## config.mk

```make
export PLATFORM = sky130hd
export DESIGN_NAME = hotplug_evt_ctrl
export DESIGN_NICKNAME = d
export VERILOG_FILES = /design/src/rtl/hotplug_evt_ctrl.sv
export SDC_FILE = /design/constraint.sdc
export NUM_CORES = 1
export LEC_CHECK = 0
export ABC_AREA = 1
export BUFFER_PORTS_ARGS = -buffer_cell sky130_fd_sc_hd__buf_4
export CAP_MARGIN = 30
export CORE_UTILIZATION = 50
export DETAILED_ROUTE_END_ITERATION = 7
export PLACE_DENSITY = 0.77
export SETUP_SLACK_MARGIN = 0.02
export SKIP_CTS_REPAIR_TIMING = 1
export SLEW_MARGIN = 20
export SYNTH_ARGS = -nofsm -noshare
export SYNTH_HDL_FRONTEND = slang
export SYNTH_SLANG_ARGS = --single-unit
```

## constraint.sdc

```tcl
create_clock -name clk -period 1.3 [get_ports clk]
set_input_delay 0.065 -clock clk [delete_from_list [all_inputs] [get_ports clk]]
set_output_delay 0.065 -clock clk [all_outputs]
set_load 0.005 [all_outputs]
```

## src/rtl/hotplug_evt_ctrl.sv

```systemverilog
module hotplug_evt_ctrl #(
  parameter int SLOTS  = 32,
  parameter int HP_BIT = 1,
  parameter int AW     = 5
) (
  input  logic                     clk,
  input  logic                     rst_n,
  input  logic                     evt_valid,
  input  logic [$clog2(SLOTS)-1:0] evt_slot,
  input  logic                     evt_insert,
  input  logic                     evt_cold,
  input  logic [SLOTS-1:0]         fixed_slots,
  input  logic                     reg_wr,
  input  logic [AW-1:0]            reg_addr,
  input  logic [SLOTS-1:0]         reg_wdata,
  output logic [SLOTS-1:0]         reg_rdata,
  output logic                     gpe_irq,
  output logic                     eject_stb,
  output logic [$clog2(SLOTS)-1:0] eject_slot
);
  localparam int SW = $clog2(SLOTS);
  localparam logic [AW-1:0] A_STS0 = AW'(0);
  localparam logic [AW-1:0] A_STS1 = AW'(1);
  localparam logic [AW-1:0] A_EN0  = AW'(2);
  localparam logic [AW-1:0] A_EN1  = AW'(3);
  localparam logic [AW-1:0] A_UP   = AW'(16);
  localparam logic [AW-1:0] A_DN   = AW'(20);
  localparam logic [AW-1:0] A_EJ   = AW'(24);
  localparam logic [AW-1:0] A_RM   = AW'(28);

  logic             sts_hp;
  logic [7:0]       en0, en1;
  logic [SLOTS-1:0] up_q, dn_q;
  logic [SW-1:0]    ej_idx;
  logic             hot_evt;

  assign hot_evt = evt_valid && !(evt_insert && evt_cold);

  always_comb begin
    ej_idx = '0;
    for (int i = SLOTS - 1; i >= 0; i--)
      if (reg_wdata[i]) ej_idx = SW'(i);
  end

  always_ff @(posedge clk or negedge rst_n) begin
    if (!rst_n) begin
      sts_hp     <= 1'b0;
      en0        <= '0;
      en1        <= '0;
      up_q       <= '0;
      dn_q       <= '0;
      eject_stb  <= 1'b0;
      eject_slot <= '0;
    end else begin
      eject_stb <= 1'b0;
      if (reg_wr) begin
        case (reg_addr)
          A_STS0: if (reg_wdata[HP_BIT]) sts_hp <= 1'b0;
          A_EN0:  en0 <= reg_wdata[7:0];
          A_EN1:  en1 <= reg_wdata[7:0];
          A_UP:   up_q <= reg_wdata;
          A_DN:   dn_q <= reg_wdata;
          A_EJ: if (reg_wdata != '0 && !fixed_slots[ej_idx]) begin
            eject_stb  <= 1'b1;
            eject_slot <= ej_idx;
          end
          default: ;
        endcase
      end
      if (hot_evt) begin
        sts_hp <= 1'b1;
        up_q   <= evt_insert  ? (SLOTS'(1) << evt_slot) : '0;
        dn_q   <= !evt_insert ? (SLOTS'(1) << evt_slot) : '0;
      end
    end
  end

  assign gpe_irq = sts_hp && en0[HP_BIT];

  always_comb begin
    case (reg_addr)
      A_STS0:  reg_rdata = SLOTS'({7'b0, sts_hp}) << HP_BIT;
      A_STS1:  reg_rdata = '0;
      A_EN0:   reg_rdata = SLOTS'(en0);
      A_EN1:   reg_rdata = SLOTS'(en1);
      A_UP:    reg_rdata = up_q;
      A_DN:    reg_rdata = dn_q;
      A_RM:    reg_rdata = ~fixed_slots;
      default: reg_rdata = '0;
    endcase
  end

  assert_evt_sets_status_R4: assert property (@(posedge clk) disable iff (!rst_n)
    hot_evt |=> sts_hp);
  assert_one_slot_flagged_R5: assert property (@(posedge clk) disable iff (!rst_n)
    hot_evt |=> $countones(up_q | dn_q) == 1);
  assert_cold_no_change_R6: assert property (@(posedge clk) disable iff (!rst_n)
    (evt_valid && evt_insert && evt_cold && !reg_wr) |=> ($stable(up_q) && $stable(dn_q) && $stable(sts_hp)));
  assert_eject_has_cause_R8: assert property (@(posedge clk) disable iff (!rst_n)
    eject_stb |-> $past(reg_wr && reg_addr == A_EJ && reg_wdata != '0));
  assert_eject_not_fixed_R8: assert property (@(posedge clk) disable iff (!rst_n)
    eject_stb |-> !$past(fixed_slots[eject_slot]));
  assert_zero_eject_quiet_R9: assert property (@(posedge clk) disable iff (!rst_n)
    (reg_wr && reg_addr == A_EJ && reg_wdata == '0) |=> !eject_stb);
endmodule

```

# Yosys cells after proc, flatten, opt, wreduce, memory -nomap -nowiden

Cells that the tools add are included.

Output and inout bits: 39
Bits in registers: 87
Word-level logic and storage cells: 85
Input port bits: 80

Magnitude comparators: 1
Shift operators: 1
Reductions and logical operators: 19
Mux-type cells: 50
Equal/unequal tests: 6
Bitwise logic cells: 1

Operators with widths:

| operator                                                                     | count |
|---|---|
| 32-bit two-way mux                                                           | 8 |
| 32-bit case mux with 6 select lines                                          | 1 |
| 5-bit two-way mux                                                            | 32 |
| 32-bit inverter                                                              | 1 |
| 32-bit nonzero test                                                          | 1 |
| 1-bit by 5-bit << shifter with 32-bit output, first input constant           | 1 |
| 5-bit == test, second input constant                                         | 4 |
| 5-bit by 2-bit == test with 1-bit output, second input constant              | 2 |
| 2-bit nonzero test                                                           | 5 |
| 1-bit two-way mux                                                            | 8 |
| 2-bit AND reduction                                                          | 4 |
| 5-bit by 6-bit less-than comparator with 1-bit output, second input constant | 1 |
| 3-bit AND reduction                                                          | 2 |
| 1-bit binary-select mux with 5-bit select                                    | 1 |
| 5-bit zero test                                                              | 1 |
| 1-bit logical AND                                                            | 4 |
| 1-bit zero test                                                              | 2 |

# Longest topological paths before layout

Gate-level depths: netlist of run 1.

Depth in word-level cells: 39
Gate-level depth with buffers: 43
Gate-level depth less buffers: 43

# Least setup slack after synthesis of run 1

OpenSTA, ideal clock, no wires.

Kind: input port to flip-flop
Start point: input reg_wdata[30]
End point: register eject_slot[1]
Library setup time: 0.116 ns
Path slack: -1.062 ns
Data arrival time: 2.245 ns
Data required time: 1.184 ns
Stages on the path: 41
Path buffers: 1
Path through: inv_1 -> nand2_1 -> nand2_1 -> nand2_1 -> nand2_1 -> nand2_1 -> nand2_1 -> nand2_1 -> nand2_1 -> nand2_1 -> nand2_1 -> nand2_1 -> nand2_1 -> nand2_1 -> nand2_1 -> nand2_1 -> nand2_1 -> nand2_1 -> [... 5 more ...] -> nand2_1 -> nand2_1 -> nand2_1 -> nand2_1 -> nand2_1 -> nand2_1 -> nand2_2 -> nand2_4 -> nand2_8 -> buf_12 -> o211ai_2 -> nand3_1 -> nand3_1 -> nand2_2 -> nand2_4 -> nand2_4 -> nand2_1 -> nand2_1

Word-level cells in the longest chain between the ends: 36
Elaborated cells on any way between the ends: 37
Those cells by class: 33 x mux; 4 x reduce/logical

Ends and longest elaborated chain:

| what                                      | line | RTL |
|---|---|---|
| start, declared                           | 15   | `input logic [SLOTS-1:0] reg_wdata,` |
| 5-bit two-way mux (31 in series)          | 42   | `if (reg_wdata[i]) ej_idx = SW'(i);` |
| 1-bit binary-select mux with 5-bit select | 63   | `A_EJ: if (reg_wdata != '0 && !fixed_slots[ej_idx]) begin` |
| 1-bit two-way mux (not written as such)   | 63   |  |
| 1-bit zero test                           | 63   |  |
| 1-bit logical AND                         | 63   |  |
| 3-bit AND reduction (no source line)      | -    |  |
| end signal, assigned                      | 65   | `eject_slot <= ej_idx;` |
| end, declared                             | 19   | `output logic [$clog2(SLOTS)-1:0] eject_slot` |

Several ways; a longest one is shown, not always the timed one. The select of a mux whose other input is x is not followed.
A chain may end at the register's enable or synchronous reset.

# Final worst setup path of run 1

Start point: input reg_wdata[30]
End point: register eject_slot[2]

Same word-level chain as after synthesis.

==> Flow_metrics.wiki, run 1 <==
{| class="wikitable"
! Metric !! Value
|-
| Run status || complete, but fails checks
|-
| Violations in the final reports || hold timing, setup timing
|-
| Number of global-route vias before repair || between 6000 and 7000
|-
| Worst hold path startpoint || reg_wdata[4]
|-
| Number of CTS-inserted buffers || 9
|-
| Total area of multi-input combinational cells || 3234 um^2
|-
| Non-Filler Cell Area, Final || around 8600 um^2
|-
| Layout cell share with drive strength beyond 1 || 0.3727
|-
| Number of nets in the layout || 1124
|-
| Die Y-Extent || between 100 and 150 um
|-
| Met3 track demand over resource || 0.05206
|-
| Fin cells || 1189
|-
| Number of top-level pins || roughly 120
|-
| Clock Latency Late Sink || 0.39 ns
|-
| Share of async-settable or async-resettable flops after synthesis || 1.000
|-
| Maximum number of pins on one net before global-route repair || 39
|-
| Syn_area_per_cell || 6.819 um^2
|-
| Initial core utilization || 0.5136
|-
| Cell type with the highest occurrence count on the critical path || sky130_fd_sc_hd__nand2_1
|-
| Critical path class || primary input to flip-flop
|-
| Overall die width || 107.8 um
|-
| Power Total || 7.392 mW
|-
| Worst Hold Class || primary input to flip-flop
|-
| Aggregate global routing overflow || 0
|-
| Number of cells after detailed placement || 1159
|-
| Final-layout setup total negative slack || -7.801 ns
|-
| Number of inserted diodes || 0
|-
| Data required time of the worst path || 1.58 ns
|-
| Total Routed Length || between 20000 and 25000 um
|-
| Cell Pwr Density || 862.8 nW/um^2
|-
| Number of detailed-route iterations in the first pass || 6
|-
| Post-detailed-route via-to-cell ratio || 5.798
|-
| Worst-case clock skew || 0 ns
|-
| Worst relative slew slack || 0.6644
|-
| Nature of the critical path startpoint || primary input
|-
| Area Overhead vs Synth || 53.21%
|-
| First-pass GRT wire length || 31010 um
|-
| Final Setup Violations || 30
|-
| Summed instance area of the synthesized netlist || 5592 um^2
|-
| # H-tree levels || 3
|-
| Most instantiated flip-flop cell in the synthesis netlist || sky130_fd_sc_hd__dfrtp_1
|-
| Reg-to-reg endpoint || dn_q[19]$_DFFE_PN0P_
|-
| Time the worst path needs with I/O delays and setup || 2.459 ns
|-
| Residual antenna-violating net count after detailed routing || 0
|-
| Final Hold Violating Endpoints || 1
|-
| Placement-stage cell area || 7592 um^2
|-
| Maximum clock frequency || 406.7 MHz
|-
| Sequential cell area fraction in the yosys report || 0.3893
|-
| Worst r2r src || dn_q[19]$_DFFE_PN0P_
|-
| Number of sinks driven by the clock tree || 87
|-
| FF-to-FF setup slack || between 0.5 and 0.6 ns
|-
| Post-route setup slack || -1.159 ns
|-
| Number of synthesis warnings || 0
|-
| GRT Overall Usage || 0.3534
|-
| Max-slew violations || 0
|-
| Placement row count || 38
|-
| CP max stage cell || sky130_fd_sc_hd__nand2_8
|-
| Data arrival time at the worst-slack endpoint || around 2.7 ns
|-
| Leakage power of the design || 4.229 nW
|-
| Count of distinct cell types in the synthesized netlist || 36
|-
| Setup repair after global routing missed its margin || yes
|-
| Hold path cells || 3
|-
| Slowest stage delay, CP || about 0.13 ns
|-
| Number of enable-type register cells in the synthesized netlist || 0
|-
| Number of cells on the worst reg-to-reg path || 2
|-
| Final Cycle Share || 1.892
|-
| Number of I/O port buffers || 118
|-
| TritonCTS clock tree || yes
|-
| Count of routing violations after the opening detailed-route iteration || 695
|-
| Number of DRC violations after detailed routing || 0
|-
| Clk pin slew, worst setup/hold paths || 0.11 ns
|-
| End point of the worst hold path || up_q[4]$_DFFE_PN0P_
|-
| Wire length per cell after detailed routing || approximately 18 um
|-
| Clock tree buffer depth || 2
|-
| Sequential cell area in the final layout || 2177 um^2
|-
| M2 GR Usage || 0.5668
|-
| Post-Synthesis Net Count || 900
|-
| Gate Count Post-Synth || 820
|-
| HPWL after DPL || 14970 um
|-
| Max capacitance violation total || 0
|-
| Cell chosen for the clock root || sky130_fd_sc_hd__clkbuf_8
|-
| Full die area || between 10000 and 15000 um^2
|-
| Routability congestion estimate from global placement || 0.9892
|-
| Busiest metal layer after global routing || met2
|-
| Placeable core area || 10890 um^2
|-
| Number of fillers in the final layout || 769
|-
| Worst-margin pin slew || between 0.4 and 0.5 ns
|-
| Met1 track demand over resource in global routing || 0.4695
|-
| Worst-path fanout max || 8
|-
| Kind of end point of the critical path || flip-flop
|-
| Synthesized flop and latch total || 87
|-
| Worst vdd ir || 0.6379 mV
|-
| Number of antenna violations at the first check in global routing || 0
|-
| Total via count in the routed design || 6894
|-
| Worst-case hold slack || -0.01664 ns
|}
-- where the power goes --
part           total [mW]  switching (mW)  internal [mW]
clock                2.12            1.19          0.934
combinational        2.06            1.18          0.879
sequential           3.21           0.159           3.05
-- state kept, by name, indices dropped and copies added, names as in the netlist --
signal	cells
dn_q	32
eject_slot	5
eject_stb	1
en0	8
en1	8
sts_hp	1
up_q	32
-- layout by cell type, fill, tap and decap left out, types with 3 or more instances in the layout --
cell type	instances
sky130_fd_sc_hd__a21oi_1	5
sky130_fd_sc_hd__a221oi_2	7
sky130_fd_sc_hd__a31oi_1	3
sky130_fd_sc_hd__buf_12	13
sky130_fd_sc_hd__buf_4	214
sky130_fd_sc_hd__buf_6	17
sky130_fd_sc_hd__clkbuf_16	3
sky130_fd_sc_hd__clkbuf_8	9
sky130_fd_sc_hd__clkinv_1	5
sky130_fd_sc_hd__dfrtp_1	87
sky130_fd_sc_hd__dlygate4sd3_1	3
sky130_fd_sc_hd__inv_1	115
sky130_fd_sc_hd__inv_2	24
sky130_fd_sc_hd__inv_8	4
sky130_fd_sc_hd__nand2_1	212
sky130_fd_sc_hd__nand2_2	18
sky130_fd_sc_hd__nand2_4	12
sky130_fd_sc_hd__nand2_8	3
sky130_fd_sc_hd__nand3_1	34
sky130_fd_sc_hd__nand3_2	17
sky130_fd_sc_hd__nand4_1	10
sky130_fd_sc_hd__nor2_1	28
sky130_fd_sc_hd__nor4_1	8
sky130_fd_sc_hd__o21ai_0	85
sky130_fd_sc_hd__o21ai_1	19
sky130_fd_sc_hd__o221ai_1	4
sky130_fd_sc_hd__o221ai_2	18
sky130_fd_sc_hd__o221ai_4	3
sky130_fd_sc_hd__o22ai_1	31
sky130_fd_sc_hd__o22ai_2	8
-- worst max path at each step --
stage / endpoint / slack (ns) / startpoint
2_1_floorplan: eject_slot[1]$_DFFE_PN0P_ / -1.04 / reg_wdata[30]
3_3_place_gp: eject_slot[3]$_DFFE_PN0P_ / -1.43 / reg_wdata[30]
3_5_place_dp: eject_slot[0]$_DFFE_PN0P_ / -1.49 / reg_wdata[30]
4_1_cts: eject_slot[2]$_DFFE_PN0P_ / -1.10 / reg_wdata[30]
5_1_grt: eject_slot[2]$_DFFE_PN0P_ / -1.49 / reg_wdata[31]
6_report: eject_slot[2]$_DFFE_PN0P_ / -1.16 / reg_wdata[30]
-- per-stage QoR --
step | utilization | setup WS (ns)
2_1_floorplan | - | -1.043
3_3_place_gp | 0.6973 | -1.429
3_5_place_dp | 0.6973 | -1.492
4_1_cts | 0.7172 | -1.097
5_1_grt | 0.7868 | -1.492
6_report | 0.7868 | -1.159
-- metal layers --
metal  vias up  wire length (um)
li1       3150                 -
met1      3236              8743
met2       412             10210
met3        96              1670
met4         0               974
met5         -                 0
-- Yosys cell counts, types with 7 or more instances --
cell                       instances  area, um^2
sky130_fd_sc_hd__nor2_1           31       116.4
sky130_fd_sc_hd__nand3_1          50       250.2
sky130_fd_sc_hd__nor4_1            9       56.30
sky130_fd_sc_hd__o21ai_0          85       425.4
sky130_fd_sc_hd__clkbuf_1         38       142.6
sky130_fd_sc_hd__nand2_1         233       874.6
sky130_fd_sc_hd__dfrtp_1          87        2177
sky130_fd_sc_hd__o22ai_1          39       244.0
sky130_fd_sc_hd__a221oi_1          7       61.31
sky130_fd_sc_hd__o221ai_1         25       219.0
sky130_fd_sc_hd__inv_1           126       473.0
sky130_fd_sc_hd__o21ai_1          19       95.09
sky130_fd_sc_hd__nand4_1          10       62.56
sky130_fd_sc_hd__inv_2            16       60.06
-- worst max-delay path: cells and delay by family --
family                 cells  cell delay, ns
AND/OR/NAND/NOR           40            2.47
buffers and inverters      3            0.23
-- area by class of cell --
| cell class | instances | area share |
|---|---|---|
| Multi-Input combinational cell | 547 | 0.3775 |
| Clock buffer | 9 | 0.01446 |
| Clock inverter | 7 | 0.01081 |
| Sequential cell | 87 | 0.2541 |
| Timing Repair Buffer | 251 | 0.2543 |
| Inverter | 148 | 0.06835 |
| Tap cell | 140 | 0.02045 |
-- cells by family (layout without fill, tap and decap cells) --
logic type	Yosys count	after routing	share of synthesized area
buf+inv	188	415	0.1296
mux	1	1	0.002014
flops	87	87	0.3893
simple gates	352	354	0.2710
compound gates	192	192	0.2081
No activity file was read; power rests on OpenSTA's default activity.
==> run 2, diff against run 1 <==
==> constraint.sdc (replaced) <==
create_clock -name clk -period 1.3 [get_ports clk]
set_input_delay 0.13 -clock clk [delete_from_list [all_inputs] [get_ports clk]]
set_output_delay 0.13 -clock clk [all_outputs]
set_load 0.005 [all_outputs]
==> Flow_metrics.wiki, run 2 (synthesis gave the netlist of run 1 again) <==
{| class="wikitable"
! Metric !! Value
|-
| Worst-case clock skew || 0 ns (unchanged)
|-
| Number of detailed-route iterations in the first pass || 6 (unchanged)
|-
| Cell chosen for the clock root || sky130_fd_sc_hd__clkbuf_8
|-
| Run status || complete, but fails checks
|-
| Data arrival time at the worst-slack endpoint || 2.87 ns (+0.13 ns)
|-
| Full die area || 11610 um^2 (unchanged)
|-
| Final Hold Violating Endpoints || 0 (-1)
|-
| Number of sinks driven by the clock tree || 87 (unchanged)
|-
| Setup repair after global routing missed its margin || yes
|-
| Number of inserted diodes || 0 (unchanged)
|-
| CP max stage cell || sky130_fd_sc_hd__buf_4
|-
| Data required time of the worst path || 1.62 ns (+0.04 ns)
|-
| Number of cells on the worst reg-to-reg path || 1 (-1)
|-
| Highest Signal Layer || met4
|-
| Cell type with the highest occurrence count on the critical path || sky130_fd_sc_hd__nand2_1
|-
| Die Y-Extent || 107.8 um (unchanged)
|-
| Final Cycle Share || 1.961 (+0.06955)
|-
| Time the worst path needs with I/O delays and setup || 2.549 ns (+0.09042 ns)
|-
| HPWL after DPL || 14810 um (-1.1%)
|-
| Cell Pwr Density || 875.9 nW/um^2 (+1.5%)
|-
| Max-slew violations || 0 (unchanged)
|-
| Final-layout setup total negative slack || -11.78 ns (-3.983 ns)
|-
| Max capacitance violation total || 0 (unchanged)
|-
| Pre-CTS setup slack || -1.557 ns (-0.06488 ns)
|-
| TritonCTS clock tree || yes
|-
| Number of antenna violations at the first check in global routing || 0 (unchanged)
|-
| Number of DRC violations after detailed routing || 0 (unchanged)
|-
| Number of nets in the layout || 1120 (-0.36%)
|-
| Post-detailed-route via-to-cell ratio || 5.832 (+0.58%)
|-
| Initial core utilization || 0.5136 (unchanged)
|-
| Critical path class || primary input to flip-flop
|-
| Number of fillers in the final layout || 695 (-9.6%)
|-
| Total Routed Length || 21270 um (-1.5%)
|-
| Residual antenna-violating net count after detailed routing || 0 (unchanged)
|-
| Power Total || 7.506 mW (+1.5%)
|-
| Placeable core area || 10890 um^2 (unchanged)
|-
| Placement row count || 38 (unchanged)
|-
| Hold path cells || 2 (-1)
|-
| # H-tree levels || 3 (unchanged)
|-
| Routed length on met2 || 10150 um (-0.65%)
|-
| Worst-margin pin slew || 0.4992 ns (+0.0003626 ns)
|-
| GRT Overall Usage || 0.3537 (about the same)
|-
| Number of CTS-inserted buffers || 9 (unchanged)
|-
| Number of buffers and inverters on the critical path || 3 (unchanged)
|-
| Placement-stage cell area || 7572 um^2 (-0.26%)
|-
| Most used cells in the layout excluding fill and tap cells || 206 x sky130_fd_sc_hd__nand2_1, 205 x sky130_fd_sc_hd__buf_4, 114 x sky130_fd_sc_hd__inv_1, 87 x sky130_fd_sc_hd__dfrtp_1, 85 x sky130_fd_sc_hd__o21ai_0
|-
| Worst relative slew slack || 0.6641 (about the same)
|-
| Kind of end point of the critical path || flip-flop
|-
| Slowest stage delay, CP || 0.15 ns (+0.02 ns)
|-
| Met1 Routed Length || 8505 um (-2.7%)
|-
| Number of logic stages on the critical path including buffering || 43 (unchanged)
|-
| Non-Filler Cell Area, Final || 8569 um^2 (about the same)
|-
| Largest registers || dn_q: 32 flops, up_q: 32 flops
|-
| Worst-path fanout max || 6 (-2)
|-
| Clk pin slew, worst setup/hold paths || 0.09 ns (-0.02 ns)
|-
| Violations in the final reports || setup timing
|-
| Nature of the critical path startpoint || primary input
|-
| Worst Hold Class || primary input to flip-flop
|-
| Number of top-level pins || 119 (unchanged)
|-
| Count of routing violations after the opening detailed-route iteration || 708 (+1.9%)
|-
| Clock Latency Late Sink || 0.38 ns (about the same)
|-
| Maximum clock frequency || 392.2 MHz (-3.5%)
|-
| Met3 wirelength from detailed routing || 1933 um (+16%)
|-
| Wire length per cell after detailed routing || 17.95 um (-1.2%)
|-
| Area Overhead vs Synth || 53.26% (about the same)
|-
| FF-to-FF setup slack || 0.53 ns (about the same)
|-
| Most common library cell in the layout ignoring fill and taps || sky130_fd_sc_hd__nand2_1
|-
| Total via count in the routed design || 6911 (+0.25%)
|-
| Aggregate global routing overflow || 0 (unchanged)
|-
| Clock tree buffer depth || 2 (unchanged)
|-
| Cell family contributing the most delay on the critical path || simple AND/OR/NAND/NOR gates
|-
| First-pass GRT wire length || 31260 um (+0.80%)
|-
| Worst vdd ir || 0.6385 mV (about the same)
|-
| Worst-case hold slack || 0.01863 ns (+0.03527 ns)
|-
| Number of I/O port buffers || 118 (unchanged)
|-
| Routability congestion estimate from global placement || 1.007 (+1.8%)
|-
| Overall die width || 107.8 um (unchanged)
|-
| Layout cell share with drive strength beyond 1 || 0.3799 (+0.007168)
|-
| Number of global-route vias before repair || 6513 (+4.4%)
|-
| Maximum number of pins on one net before global-route repair || 51 (+31%)
|-
| Post-route setup slack || -1.249 ns (-0.09042 ns)
|-
| Leakage power of the design || 4.258 nW (+0.69%)
|-
| Final Setup Violations || 38 (+27%)
|}
run 2: changes by cell type in the layout (fill, tap and decap cells not counted), moves of 3 or more:
cell                        change
sky130_fd_sc_hd__clkbuf_16      -3
sky130_fd_sc_hd__buf_8          +5
sky130_fd_sc_hd__buf_4          -9
sky130_fd_sc_hd__buf_6          +4
sky130_fd_sc_hd__o221ai_1       -3
sky130_fd_sc_hd__nand2_1        -6
sky130_fd_sc_hd__o221ai_2       +4
sky130_fd_sc_hd__nand2_4        +7
run 2: through the flow:
stage	cells	utilization
finish	1185	0.7871
global route	1185	0.7871
CTS	1171	0.7166
detailed placement	1155	0.6955
global placement	1155	0.6955
floorplan	820	-
run 2: layout make-up:
cell class                 count  area, um^2  area share
clock buffer                  10       137.6     0.01606
clock inverter                 6       92.59     0.01080
inverter                     148       580.6     0.06775
multi-input combinational    546        3246      0.3787
sequential                    87        2177      0.2541
tap                          140       175.2     0.02044
timing repair buffer         248        2161      0.2522
run 2: final timing paths:
kind,startpoint,end
worst min-delay path,reg_wr,sts_hp$_DFFE_PN0P_
worst max register to register,up_q[5]$_DFFE_PN0P_,up_q[5]$_DFFE_PN0P_
max in group asynchronous,rst_n,up_q[22]$_DFFE_PN0P_
worst max-delay path,reg_wdata[30],eject_slot[2]$_DFFE_PN0P_
min in group asynchronous,rst_n,en0[7]$_DFFE_PN0P_
worst min register to register,en0[5]$_DFFE_PN0P_,en0[5]$_DFFE_PN0P_
run 2: routing by layer:
metal | vias up | global-route usage
li1 | 3157 | -
met5 | - | 0
met3 | 67 | 0.08051
met2 | 415 | 0.5435
met1 | 3272 | 0.4685
met4 | 0 | 0.1732
run 2: report_power, final:
part / switching (mW) / internal, mW / total (mW)
registers: 0.160 / 3.05 / 3.21
logic: 1.18 / 0.889 / 2.07
clock network: 1.08 / 1.14 / 2.23
